===== src/rtl/ecc_log_pkg.sv =====
package ecc_log_pkg;
  typedef enum logic [1:0] {
    SEL_STATUS = 2'd0,
    SEL_ADDR   = 2'd1,
    SEL_SYN    = 2'd2,
    SEL_CHAN   = 2'd3
  } reg_sel_e;

  localparam int CE_BIT = 0;
  localparam int UE_BIT = 7;
  localparam int STATUS_W = 16;

  // sticky flag update: a set event beats a clear request
  function automatic logic flag_next(input logic cur, input logic set, input logic clr);
    return set | (cur & ~clr);
  endfunction

  function automatic logic [STATUS_W-1:0] status_word(input logic ce, input logic ue);
    logic [STATUS_W-1:0] w;
    w = '0;
    w[CE_BIT] = ce;
    w[UE_BIT] = ue;
    return w;
  endfunction
endpackage


===== src/rtl/ecc_log_event.sv =====
module ecc_log_event (
  input  logic ce_pulse,
  input  logic ue_pulse,
  input  logic ce_flag,
  input  logic ue_flag,
  output logic set_ce,
  output logic set_ue,
  output logic load_ev
);
  logic ue_takes;
  logic ce_takes;

  always_comb begin
    set_ue   = ue_pulse;
    // a correctable report is dropped while an uncorrectable one is held or arriving
    set_ce   = ce_pulse & ~ue_pulse & ~ue_flag;
    ue_takes = ue_pulse & ~ue_flag;
    ce_takes = set_ce & ~ce_flag;
    load_ev  = ue_takes | ce_takes;
  end
endmodule


===== src/rtl/ecc_log_status.sv =====
module ecc_log_status
  import ecc_log_pkg::*;
(
  input  logic clk,
  input  logic rst_n,
  input  logic set_ce,
  input  logic set_ue,
  input  logic clr_ce,
  input  logic clr_ue,
  output logic ce_flag,
  output logic ue_flag
);
  always_ff @(posedge clk) begin
    if (!rst_n) begin
      ce_flag <= 1'b0;
      ue_flag <= 1'b0;
    end else begin
      ce_flag <= flag_next(ce_flag, set_ce, clr_ce);
      ue_flag <= flag_next(ue_flag, set_ue, clr_ue);
    end
  end

  assert_ue_set_R4: assert property (@(posedge clk) disable iff (!rst_n)
    set_ue |=> ue_flag);
  assert_set_wins_R8: assert property (@(posedge clk) disable iff (!rst_n)
    (set_ce && clr_ce) |=> ce_flag);
  assert_clear_ce_R7: assert property (@(posedge clk) disable iff (!rst_n)
    (clr_ce && !set_ce) |=> !ce_flag);
  assert_clear_ue_R7: assert property (@(posedge clk) disable iff (!rst_n)
    (clr_ue && !set_ue) |=> !ue_flag);
endmodule


===== src/rtl/ecc_log_capture.sv =====
module ecc_log_capture #(
  parameter int ADDR_W   = 32,
  parameter int GRAIN_SH = 12,
  parameter int SYN_W    = 8,
  localparam int BLK_W   = ADDR_W - GRAIN_SH
) (
  input  logic              clk,
  input  logic              rst_n,
  input  logic              load_ev,
  input  logic [ADDR_W-1:0] err_addr,
  input  logic [SYN_W-1:0]  err_syn,
  input  logic              err_chan,
  output logic [BLK_W-1:0]  blk_q,
  output logic [SYN_W-1:0]  syn_q,
  output logic              chan_q
);
  function automatic logic [BLK_W-1:0] block_of(input logic [ADDR_W-1:0] a);
    return a[ADDR_W-1:GRAIN_SH];
  endfunction

  logic unused_low_addr;
  assign unused_low_addr = ^err_addr[GRAIN_SH-1:0];

  always_ff @(posedge clk) begin
    if (!rst_n) begin
      blk_q  <= '0;
      syn_q  <= '0;
      chan_q <= 1'b0;
    end else if (load_ev) begin
      blk_q  <= block_of(err_addr);
      syn_q  <= err_syn;
      chan_q <= err_chan;
    end
  end

  assert_load_syn_R3: assert property (@(posedge clk) disable iff (!rst_n)
    load_ev |=> (syn_q == $past(err_syn)) && (chan_q == $past(err_chan)));
endmodule


===== src/rtl/ecc_log_regif.sv =====
module ecc_log_regif
  import ecc_log_pkg::*;
#(
  parameter int DATA_W   = 32,
  parameter int GRAIN_SH = 12,
  parameter int SYN_W    = 8,
  localparam int BLK_W   = DATA_W - GRAIN_SH
) (
  input  logic [1:0]        reg_sel,
  input  logic              reg_wr,
  input  logic [DATA_W-1:0] reg_wdata,
  input  logic              ce_flag,
  input  logic              ue_flag,
  input  logic [BLK_W-1:0]  blk_q,
  input  logic [SYN_W-1:0]  syn_q,
  input  logic              chan_q,
  output logic              clr_ce,
  output logic              clr_ue,
  output logic [DATA_W-1:0] reg_rdata
);
  logic wr_status;
  logic unused_wdata;

  assign wr_status    = reg_wr && (reg_sel_e'(reg_sel) == SEL_STATUS);
  assign clr_ce       = wr_status & reg_wdata[CE_BIT];
  assign clr_ue       = wr_status & reg_wdata[UE_BIT];
  assign unused_wdata = ^reg_wdata;

  always_comb begin
    unique case (reg_sel_e'(reg_sel))
      SEL_STATUS: reg_rdata = DATA_W'(status_word(ce_flag, ue_flag));
      SEL_ADDR:   reg_rdata = {blk_q, {GRAIN_SH{1'b0}}};
      SEL_SYN:    reg_rdata = DATA_W'(syn_q);
      default:    reg_rdata = DATA_W'(chan_q);
    endcase
  end
endmodule


===== src/rtl/ecc_err_log.sv =====
module ecc_err_log #(
  parameter int ADDR_W   = 32,
  parameter int GRAIN_SH = 12,
  parameter int SYN_W    = 8,
  localparam int BLK_W   = ADDR_W - GRAIN_SH
) (
  input  logic              clk,
  input  logic              rst_n,
  input  logic              ce_pulse,
  input  logic              ue_pulse,
  input  logic [ADDR_W-1:0] err_addr,
  input  logic [SYN_W-1:0]  err_syn,
  input  logic              err_chan,
  input  logic [1:0]        reg_sel,
  input  logic              reg_wr,
  input  logic [ADDR_W-1:0] reg_wdata,
  output logic [ADDR_W-1:0] reg_rdata
);
  logic set_ce, set_ue, load_ev;
  logic clr_ce, clr_ue;
  logic ce_flag, ue_flag;
  logic [BLK_W-1:0] blk_q;
  logic [SYN_W-1:0] syn_q;
  logic chan_q;

  ecc_log_event u_event (
    .ce_pulse(ce_pulse), .ue_pulse(ue_pulse),
    .ce_flag(ce_flag), .ue_flag(ue_flag),
    .set_ce(set_ce), .set_ue(set_ue), .load_ev(load_ev)
  );

  ecc_log_status u_status (
    .clk(clk), .rst_n(rst_n),
    .set_ce(set_ce), .set_ue(set_ue),
    .clr_ce(clr_ce), .clr_ue(clr_ue),
    .ce_flag(ce_flag), .ue_flag(ue_flag)
  );

  ecc_log_capture #(.ADDR_W(ADDR_W), .GRAIN_SH(GRAIN_SH), .SYN_W(SYN_W)) u_capture (
    .clk(clk), .rst_n(rst_n), .load_ev(load_ev),
    .err_addr(err_addr), .err_syn(err_syn), .err_chan(err_chan),
    .blk_q(blk_q), .syn_q(syn_q), .chan_q(chan_q)
  );

  ecc_log_regif #(.DATA_W(ADDR_W), .GRAIN_SH(GRAIN_SH), .SYN_W(SYN_W)) u_regif (
    .reg_sel(reg_sel), .reg_wr(reg_wr), .reg_wdata(reg_wdata),
    .ce_flag(ce_flag), .ue_flag(ue_flag),
    .blk_q(blk_q), .syn_q(syn_q), .chan_q(chan_q),
    .clr_ce(clr_ce), .clr_ue(clr_ue), .reg_rdata(reg_rdata)
  );

  // a held uncorrectable error blocks correctable reports
  assert_ce_blocked_R5: assert property (@(posedge clk) disable iff (!rst_n)
    (ue_flag && ce_pulse && !ce_flag) |=> !ce_flag);
  // held fields stay put unless a fresh uncorrectable error takes over
  assert_first_wins_R6: assert property (@(posedge clk) disable iff (!rst_n)
    ((ce_flag || ue_flag) && !(ue_pulse && !ue_flag)) |=>
      ($stable(syn_q) && $stable(blk_q) && $stable(chan_q)));
  assert_ue_overwrite_R4: assert property (@(posedge clk) disable iff (!rst_n)
    (ue_pulse && !ue_flag) |=> (blk_q == $past(err_addr[ADDR_W-1:GRAIN_SH])));
  assert_both_pulses_R12: assert property (@(posedge clk) disable iff (!rst_n)
    (ce_pulse && ue_pulse && !ce_flag && !clr_ce) |=> (ue_flag && !ce_flag));
endmodule


===== config.mk =====
export PLATFORM = sky130hd
export DESIGN_NAME = ecc_err_log
export DESIGN_NICKNAME = d
export VERILOG_FILES = /design/src/rtl/ecc_log_pkg.sv /design/src/rtl/ecc_log_event.sv /design/src/rtl/ecc_log_status.sv /design/src/rtl/ecc_log_capture.sv /design/src/rtl/ecc_log_regif.sv /design/src/rtl/ecc_err_log.sv
export SDC_FILE = /design/constraint.sdc
export NUM_CORES = 1
export LEC_CHECK = 0
export ABC_CLOCK_PERIOD_IN_PS = 1700
export BUFFER_PORTS_ARGS = -buffer_cell sky130_fd_sc_hd__buf_2
export CORE_UTILIZATION = 40
export CTS_CLUSTER_SIZE = 25
export DETAILED_ROUTE_END_ITERATION = 16
export HOLD_SLACK_MARGIN = 0.02
export MAX_ROUTING_LAYER = met4
export PLACE_DENSITY = 0.91
export SETUP_SLACK_MARGIN = 0.05
export SLEW_MARGIN = 10
export SYNTH_ARGS = -nofsm -noshare
export SYNTH_HDL_FRONTEND = slang
export SYNTH_HIERARCHICAL = 1
export SYNTH_SLANG_ARGS = --single-unit

===== constraint.sdc =====
create_clock -name clk -period 1.7 [get_ports clk]
set_clock_uncertainty 0.15 [all_clocks]
set_input_delay 0.255 -clock clk [delete_from_list [all_inputs] [get_ports clk]]
set_output_delay 0.255 -clock clk [all_outputs]
set_load 0.03 [all_outputs]

# Word-level counts from Yosys, hierarchy flattened
# Cells that the tools add are included.
totals:
  ff_bits: 31
  inputBits: 80
  elab_cells: 26
op_classes:
  n_mux: 1
  n_eq_ne: 2
  bitwise_logic: 16
  n_reduce_logical: 2
op_table:
  columns: ["cell", "n"]
  rows:
  - ["case mux 32 bit (3 select lines)", 1]
  - ["bitwise AND 1 bit", 8]
  - ["inverter 1 bit", 5]
  - ["OR 1 bit", 3]
  - ["equality test 2 x 1 -> 1 bit (second input constant)", 1]
  - ["equality test 2 bit (second input constant)", 1]
  - ["logical NOT 2 bit", 1]
  - ["logical AND 1 bit", 1]

# Logic depth before layout (Yosys ltp)
# Gate-level depths: netlist of run 1.
logic_depth:
  depth_word: 6
  mapped_depth: 6

# Cells and area by module
# Netlist of run 1, hierarchy kept.
modules_own_cells:
  columns: ["mod", "area_per_inst_um2", "cells_per_inst", "instances", "seq_area_each_um2"]
  rows:
  - ["ecc_log_capture", 1103.6, 93, 1, 580.6]
  - ["ecc_log_regif", 281.5, 42, 1, 0.0]
  - ["ecc_log_status", 82.6, 6, 1, 40.0]
  - ["ecc_log_event", 33.8, 5, 1, 0.0]

# Least setup slack after synthesis of run 1
# No wires, ideal clock.
synth_path:
  kind: "reg2reg"
  startpoint: "reg u_status.ce_flag"
  endpoint: "reg u_capture.blk_q[10]"
  period_less_slack_ps: 1401
  n_path_buf: 2
  path_stages_with_launch: 7
  t_arrival_ps: 1135
  setup_slack_ps: 299
  setup_time_ps: 116
  path_cell_list: "dfxtp_1 -> nand2b_1 -> a21oi_2 -> buf_6 -> buf_12 -> mux2i_1 -> nor2b_1"
synth_via:
  elab_chain_len: 3
synth_lines:
  columns: ["item", "line_no", "rtl"]
  rows:
  - ["start, declared", "ecc_log_status.sv:10", "output logic ce_flag,"]
  - ["start signal, assigned", "ecc_log_status.sv:18", "ce_flag <= flag_next(ce_flag, set_ce, clr_ce);"]
  - ["inverter 1 bit", "ecc_log_event.sv:18", "ce_takes = set_ce & ~ce_flag;"]
  - ["bitwise AND 1 bit", "ecc_log_event.sv:18", null]
  - ["OR 1 bit", "ecc_log_event.sv:19", "load_ev = ue_takes | ce_takes;"]
  - ["net load_ev", "ecc_err_log.sv:19", "logic set_ce, set_ue, load_ev;"]
  - ["end signal, assigned", "ecc_log_capture.sv:30", "blk_q <= block_of(err_addr);"]
  - ["end, declared", "ecc_log_capture.sv:13", "output logic [BLK_W-1:0] blk_q,"]
# The timed path passes the listed nets, and every way through them passes these cells.
# A chain may end at the register's enable or synchronous reset.

# Worst setup path after layout of run 1
layout_path:
  startpoint: "reg u_capture.syn_q[0]"
  endpoint: "out reg_rdata[0]"
layout_via:
  elab_chain_len: 1
layout_lines:
  columns: ["item", "line_no", "rtl"]
  rows:
  - ["start, declared", "ecc_log_capture.sv:14", "output logic [SYN_W-1:0] syn_q,"]
  - ["start signal, assigned", "ecc_log_capture.sv:31", "syn_q <= err_syn;"]
  - ["case mux 32 bit (3 select lines)", "ecc_log_regif.sv:30", "unique case (reg_sel_e'(reg_sel))"]
  - ["end, declared", "ecc_err_log.sv:17", "output logic [ADDR_W-1:0] reg_rdata"]
# No other way between the ends.

==> out/metrics.yaml, run 1 <==
antenna_found_initial: 0
p_switching_uw: 428.7
place_inst: 249
num_rows: 21
cts_tree: "done"
grt_usage_pct: 15.42
final_cells: 257
nNetsFinal: 290
required_ns: 1.29
design.core.area_um2: 3468
vias_per_cell: 4.490
grt_pass1_vias: 1132
synth_top_flop_cell: "dfxtp_1"
ios: 112
p_leak_uw: 0.001001
status: "completed"
synth_edf_count: 0
postCtsSetupRepairBufs: 0
syn_area_per_cell_um2: 10.28
grt_remaining_overflow: 0
final.min_clock_period_ns: 1.593
ant_nets: 0
comb_power_share_pct: 18.3
drt_iter0_markers: 22
grt_setup_unrepaired: "false"
peakVddDrop_v: 0.0005449
synth_most_common_cell: "dfxtp_1"
cp-end-kind: "primary output"
diodes: 0
routabilityCongestion: 0.7249
crit_arrival_ns: 1.19
netlist.area_leader.share_pct: 41.33
power_density_nw_per_um2: 890.7
clockPowerShare_pct: 35.2
htree_levels: 2
max_cap_viol_count: 0
cts_hold_buffers: 0
hold_path_class: "in -> reg"
place_hpwl_mm: 2.016
fp.dieArea_um2: 4002
vias: 1154
cts_buffers: 5
drt-total-wl_mm: 2.759
final.fill_count: 351
yosys_warnings: 6
wl_per_cell_um: 10.74
swShare_pct: 24.74
ys_seq_area_share_pct: 41.33
drt_drc_violations_left: 0
initial_core_util_pct: 43.29
yosys-top-cells-area: "dfxtp_1 41%, mux2i_1 20%, nor2b_1 12%"
yosys_register_bits: 31
p_int_uw: 1304
synthArstFlopShare_pct: 0
first_pass_iters: 4
timing.final.crit_share_pct: 93.69
netlist_top_cells_count: "31 x dfxtp_1, 30 x mux2i_1, 29 x nor2b_1, 26 x and2_1, 8 x buf_4"
die_x_um: 63.27
seq_power_share_pct: 46.5
area_growth_pct: 29.58
clk_path_buf_depth: 2
timing.fmax_mhz: 627.9
syn-cell-area_um2: 1501
path_clk_slew_ns: 0.06
drive_gt1_share_pct: 37.44
worstSetupPathType: "reg -> out"
die_y_um: 63.27
yosysTopAreaCell: "dfxtp_1"
cts.sinks: 31
crit_fanout: 2
grt_max_degree: 32
slew_viol_final: 0
finalSetupViolations: 0
insertion_delay_ns: 0.27
finalSetupTns_ns: 0
hold_viol_final: 0
port_buffers: 65
root_buffer: "clkbuf_8"
yosysUniqueCellTypes: 22
grt_pass1_wl_mm: 4.692
start_kind: "flip-flop"
synth_cells: 146
==> state kept, by name, indices dropped and copies added (netlist names) <==
| name | count |
|---|---|
| u_status/ue_flag | 1 |
| u_capture/blk_q | 20 |
| u_capture/syn_q | 8 |
| u_status/ce_flag | 1 |
| u_capture/chan_q | 1 |
==> layer usage <==
metal  global-route usage [%]  share of wire, %
met1                    16.32                45
met2                    26.88                50
met3                    5.616               4.9
met4                    4.261              0.29
met5                        -                 0
==> path summary, 6_finish.rpt <==
kind / startpoint / depth (start not counted) / endpoint / slack [ns]
setup reg to reg: u_status/ce_flag$_SDFF_PN0_ / 5 / u_capture/blk_q[14]$_SDFFE_PN0P_ / 0.21
setup / recovery: u_capture/syn_q[0]$_SDFFE_PN0P_ / 3 / reg_rdata[0] / 0.11
hold reg to reg: u_capture/blk_q[0]$_SDFFE_PN0P_ / 2 / u_capture/blk_q[0]$_SDFFE_PN0P_ / 0.36
hold / removal: ue_pulse / 2 / u_status/ue_flag$_SDFF_PN0_ / 0.08
==> layout by cell type (no fill, tap or decap), types with 2 or more instances in the layout <==
cell type and n:
clkbuf_8 7, and3_1 2, and2_1 26, buf_2 64
mux2i_1 30, conb_1 4, nor2b_4 2, nor2b_1 29
dfxtp_1 31, buf_12 2, o21a_1 2, nor2_1 2
==> power groups by stage <==
stage / Clock (uW) / Sequential (uW) / Combinational [uW]
finish: 610 / 805 / 317
global placement: 0 / 819 / 312
detailed placement: 0 / 821 / 319
global route: 673 / 813 / 345
floorplan: 0 / 814 / 243
CTS: 637 / 806 / 319
==> worst max-delay path, stage by stage, from the launching register on <==
cell	delay [ns]
dfxtp_1	0.31
mux2_4	0.26
a22o_1	0.21
buf_6	0.14
==> per-stage QoR <==
step	cell area [um^2]	util, %	hold slack (ns)	worst slack [ns]	power [uW]
after floorplan	1513	-	0.2225	0.2987	1057
after global placement	1839	53.03	0.3356	0.2148	1130
after detailed placement	1839	53.03	0.3457	0.2162	1140
after CTS	1939	55.92	0.06900	0.05333	1762
after global routing	1946	56.10	0.07649	0.07043	1831
final	1946	56.10	0.08056	0.1073	1733
==> cell type report <==
| class | count | area (um^2) | share of cell area (%) |
|---|---|---|---|
| flip-flops and latches | 31 | 620.6 | 31.90 |
| clock buffers | 8 | 100.1 | 5.145 |
| inverters | 1 | 3.754 | 0.1929 |
| multi-input cells | 104 | 792.0 | 40.71 |
| well taps | 46 | 57.56 | 2.958 |
| repair buffers | 67 | 371.6 | 19.10 |
==> repair_timing <==
action,CTS,global route
hold endpoints to repair,0,0
resized for setup,0,3
endpoints found under the setup margin,0,1
==> cells by family after synthesis <==
group                  synth area share (%)
AND/OR/NAND/NOR                       28.08
flip-flops                            41.33
other                                0.2498
buffers and inverters                 7.166
multiplexers                          21.00
AO/OA/AOI/OAI                         2.167
Power figures use the tool's default switching activity.
==> inputs of run 2 (changes only) <==
ABC_AREA = 1   (was not set)
CORE_UTILIZATION = 42   (was 40)
PLACE_DENSITY = 0.92   (was 0.91)
==> out/metrics.yaml, run 2 <==
register_area_um2: 620.6
vias: 1566
synth-compound-area-share_pct: 1.123
htree_levels: 2
final_cell_mix: "68 x nor2_1, 67 x nand2_1, 65 x buf_2"
die_x_um: 65.09
synth-xor-area-share_pct: 0
required_ns: 1.29
yosysTopAreaCell: "dfxtp_1"
area_growth_pct: 25.30
drt_drc_violations_left: 0
timing.final.crit_share_pct: 90.58
timing.fmax_mhz: 649.4
final.min_clock_period_ns: 1.540
timing.hold.ws_ns: 0.09539
root_buffer: "clkbuf_8"
max_cap_viol_count: 0
comb_power_share_pct: 19.5
cts_buffers: 5
cp-end-kind: "primary output"
ios: 112
p_int_uw: 1403
grt_pass1_vias: 1292
power_density_nw_per_um2: 924.2
peakVddDrop_v: 0.0005243
place_hpwl_mm: 2.204
initial_core_util_pct: 44.65
first_pass_iters: 4
design.core.area_um2: 3744
cts_tree: "done"
wl_per_cell_um: 7.632
regMostFlops: "u_capture/blk_q"
cts.sinks: 31
drt_iter0_markers: 60
swShare_pct: 27.50
path_clk_slew_ns: 0.06
grt_pass1_wl_mm: 5.078
netlist_top_cells_count: "68 x nor2_1, 67 x nand2_1, 64 x inv_1, 31 x dfxtp_1, 18 x nor2_2"
start_kind: "input port"
cts_hold_buffers: 0
die_y_um: 65.09
syn_area_per_cell_um2: 6.057
timing.slew.headroom_pct: 65.03
tightestPinTransition_ns: 0.5245
crit_fanout: 20
cts_resized: 0
synth_edf_count: 0
clockPowerShare_pct: 37.8
p_leak_uw: 0.001244
p_switching_uw: 532.2
yosysUniqueCellTypes: 16
postCtsSetupRepairBufs: 0
insertion_delay_ns: 0.27
place_area_um2: 1977
hold_path_class: "in -> reg"
fp.dieArea_um2: 4236
largest_reg_flops: 20
min-delay-start: "ue_pulse"
r2r-start: "u_status/ce_flag$_SDFF_PN0_"
synthMuxAreaShare_pct: 0
synthArstFlopShare_pct: 0
routabilityCongestion: 0.7291
grt_remaining_overflow: 0
yosys-top-cells-area: "dfxtp_1 37%, nor2_1 15%, nand2_1 15%"
finish.utilization_pct: 55.95
num_rows: 22
synth_simple_gate_area_share_pct: 40.12
grt_usage_pct: 15.84
synth_top_flop_cell: "dfxtp_1"
status: "completed"
port_buffers: 65
clk_path_buf_depth: 2
yosys_register_bits: 31
final.fill_count: 381
hold_viol_final: 0
syn-cell-area_um2: 1672
seq_power_share_pct: 42.8
antenna_found_initial: 0
power_uw: 1936
diodes: 0
finalSetupTns_ns: 0
slew_viol_final: 0
yosys_warnings: 6
layout_commonest_cell: "nor2_1"
ys_seq_area_share_pct: 37.13
synthAdderAreaFrac_pct: 0
ant_nets: 0
largest_registers: "u_capture/blk_q (20), u_capture/syn_q (8)"
stdcell_area_um2: 2095
multi_input_area_um2: 711.9
synth_top_family_by_area: "simple AND/OR/NAND/NOR gates"
synth_most_common_cell: "nor2_1"
finalSetupViolations: 0
vias_per_cell: 4.057
netlist.area_leader.share_pct: 37.13
synth_cells: 276
crit_path_start: "reg_sel[0]"
worstSetupPathType: "in -> out"
grt_setup_unrepaired: "false"
nNetsFinal: 417
grt_max_degree: 31
crit_arrival_ns: 1.13
drt-total-wl_mm: 2.946
drive_gt1_share_pct: 28.99
==> run 2: routing by layer <==
metal / vias to the layer above / GRT usage, % / wire (um)
li1: 870 / - / -
met1: 646 / 17.98 / 1385
met2: 46 / 25.78 / 1375
met3: 4 / 4.754 / 157
met4: 0 / 6.793 / 27
met5: - / - / 0
==> run 2: worst max-delay path: stages <==
cell    delay, ns
buf_2        0.10
inv_1        0.07
or2_4        0.36
nor2_2       0.13
buf_2        0.20
==> run 2: path summary, 6_finish.rpt <==
check	to	slack, ns	depth (start not counted)
max	reg_rdata[15]	0.16	5
min	u_status/ue_flag$_SDFF_PN0_	0.1	3
max reg2reg	u_capture/blk_q[13]$_SDFFE_PN0P_	0.37	7
min reg2reg	u_capture/blk_q[18]$_SDFFE_PN0P_	0.32	2
==> run 2: logic make-up (layout without fill, tap and decap cells) <==
family | Yosys count | in the layout
AO/OA/AOI/OAI | 3 | 3
buffers and inverters | 81 | 140
flip-flops | 31 | 31
other | 1 | 4
AND/OR/NAND/NOR | 160 | 160
==> run 2: final cells by class <==
class | count | area share [%]
flip-flops and latches | 31 | 29.63
clock inverters | 2 | 1.673
multi-input cells | 167 | 33.99
repair buffers | 67 | 16.25
well taps | 48 | 2.867
clock buffers | 6 | 3.943
inverters | 65 | 11.65
==> run 2: stage by stage <==
step | instances | setup slack (ns)
global placement | 378 | 0.1711
CTS | 386 | 0.1439
finish | 386 | 0.1602
floorplan | 279 | 0.3410
detailed placement | 378 | 0.1446
global route | 386 | 0.07414
==> run 2: power by group through the flow <==
stage                     combinational [uW]  sequential (uW)  clock (uW)
after global routing                     431              836         797
after CTS                                382              828         752
after floorplan                          305              836           0
final                                    377              828         731
after detailed placement                 381              844           0
after global placement                   373              841           0
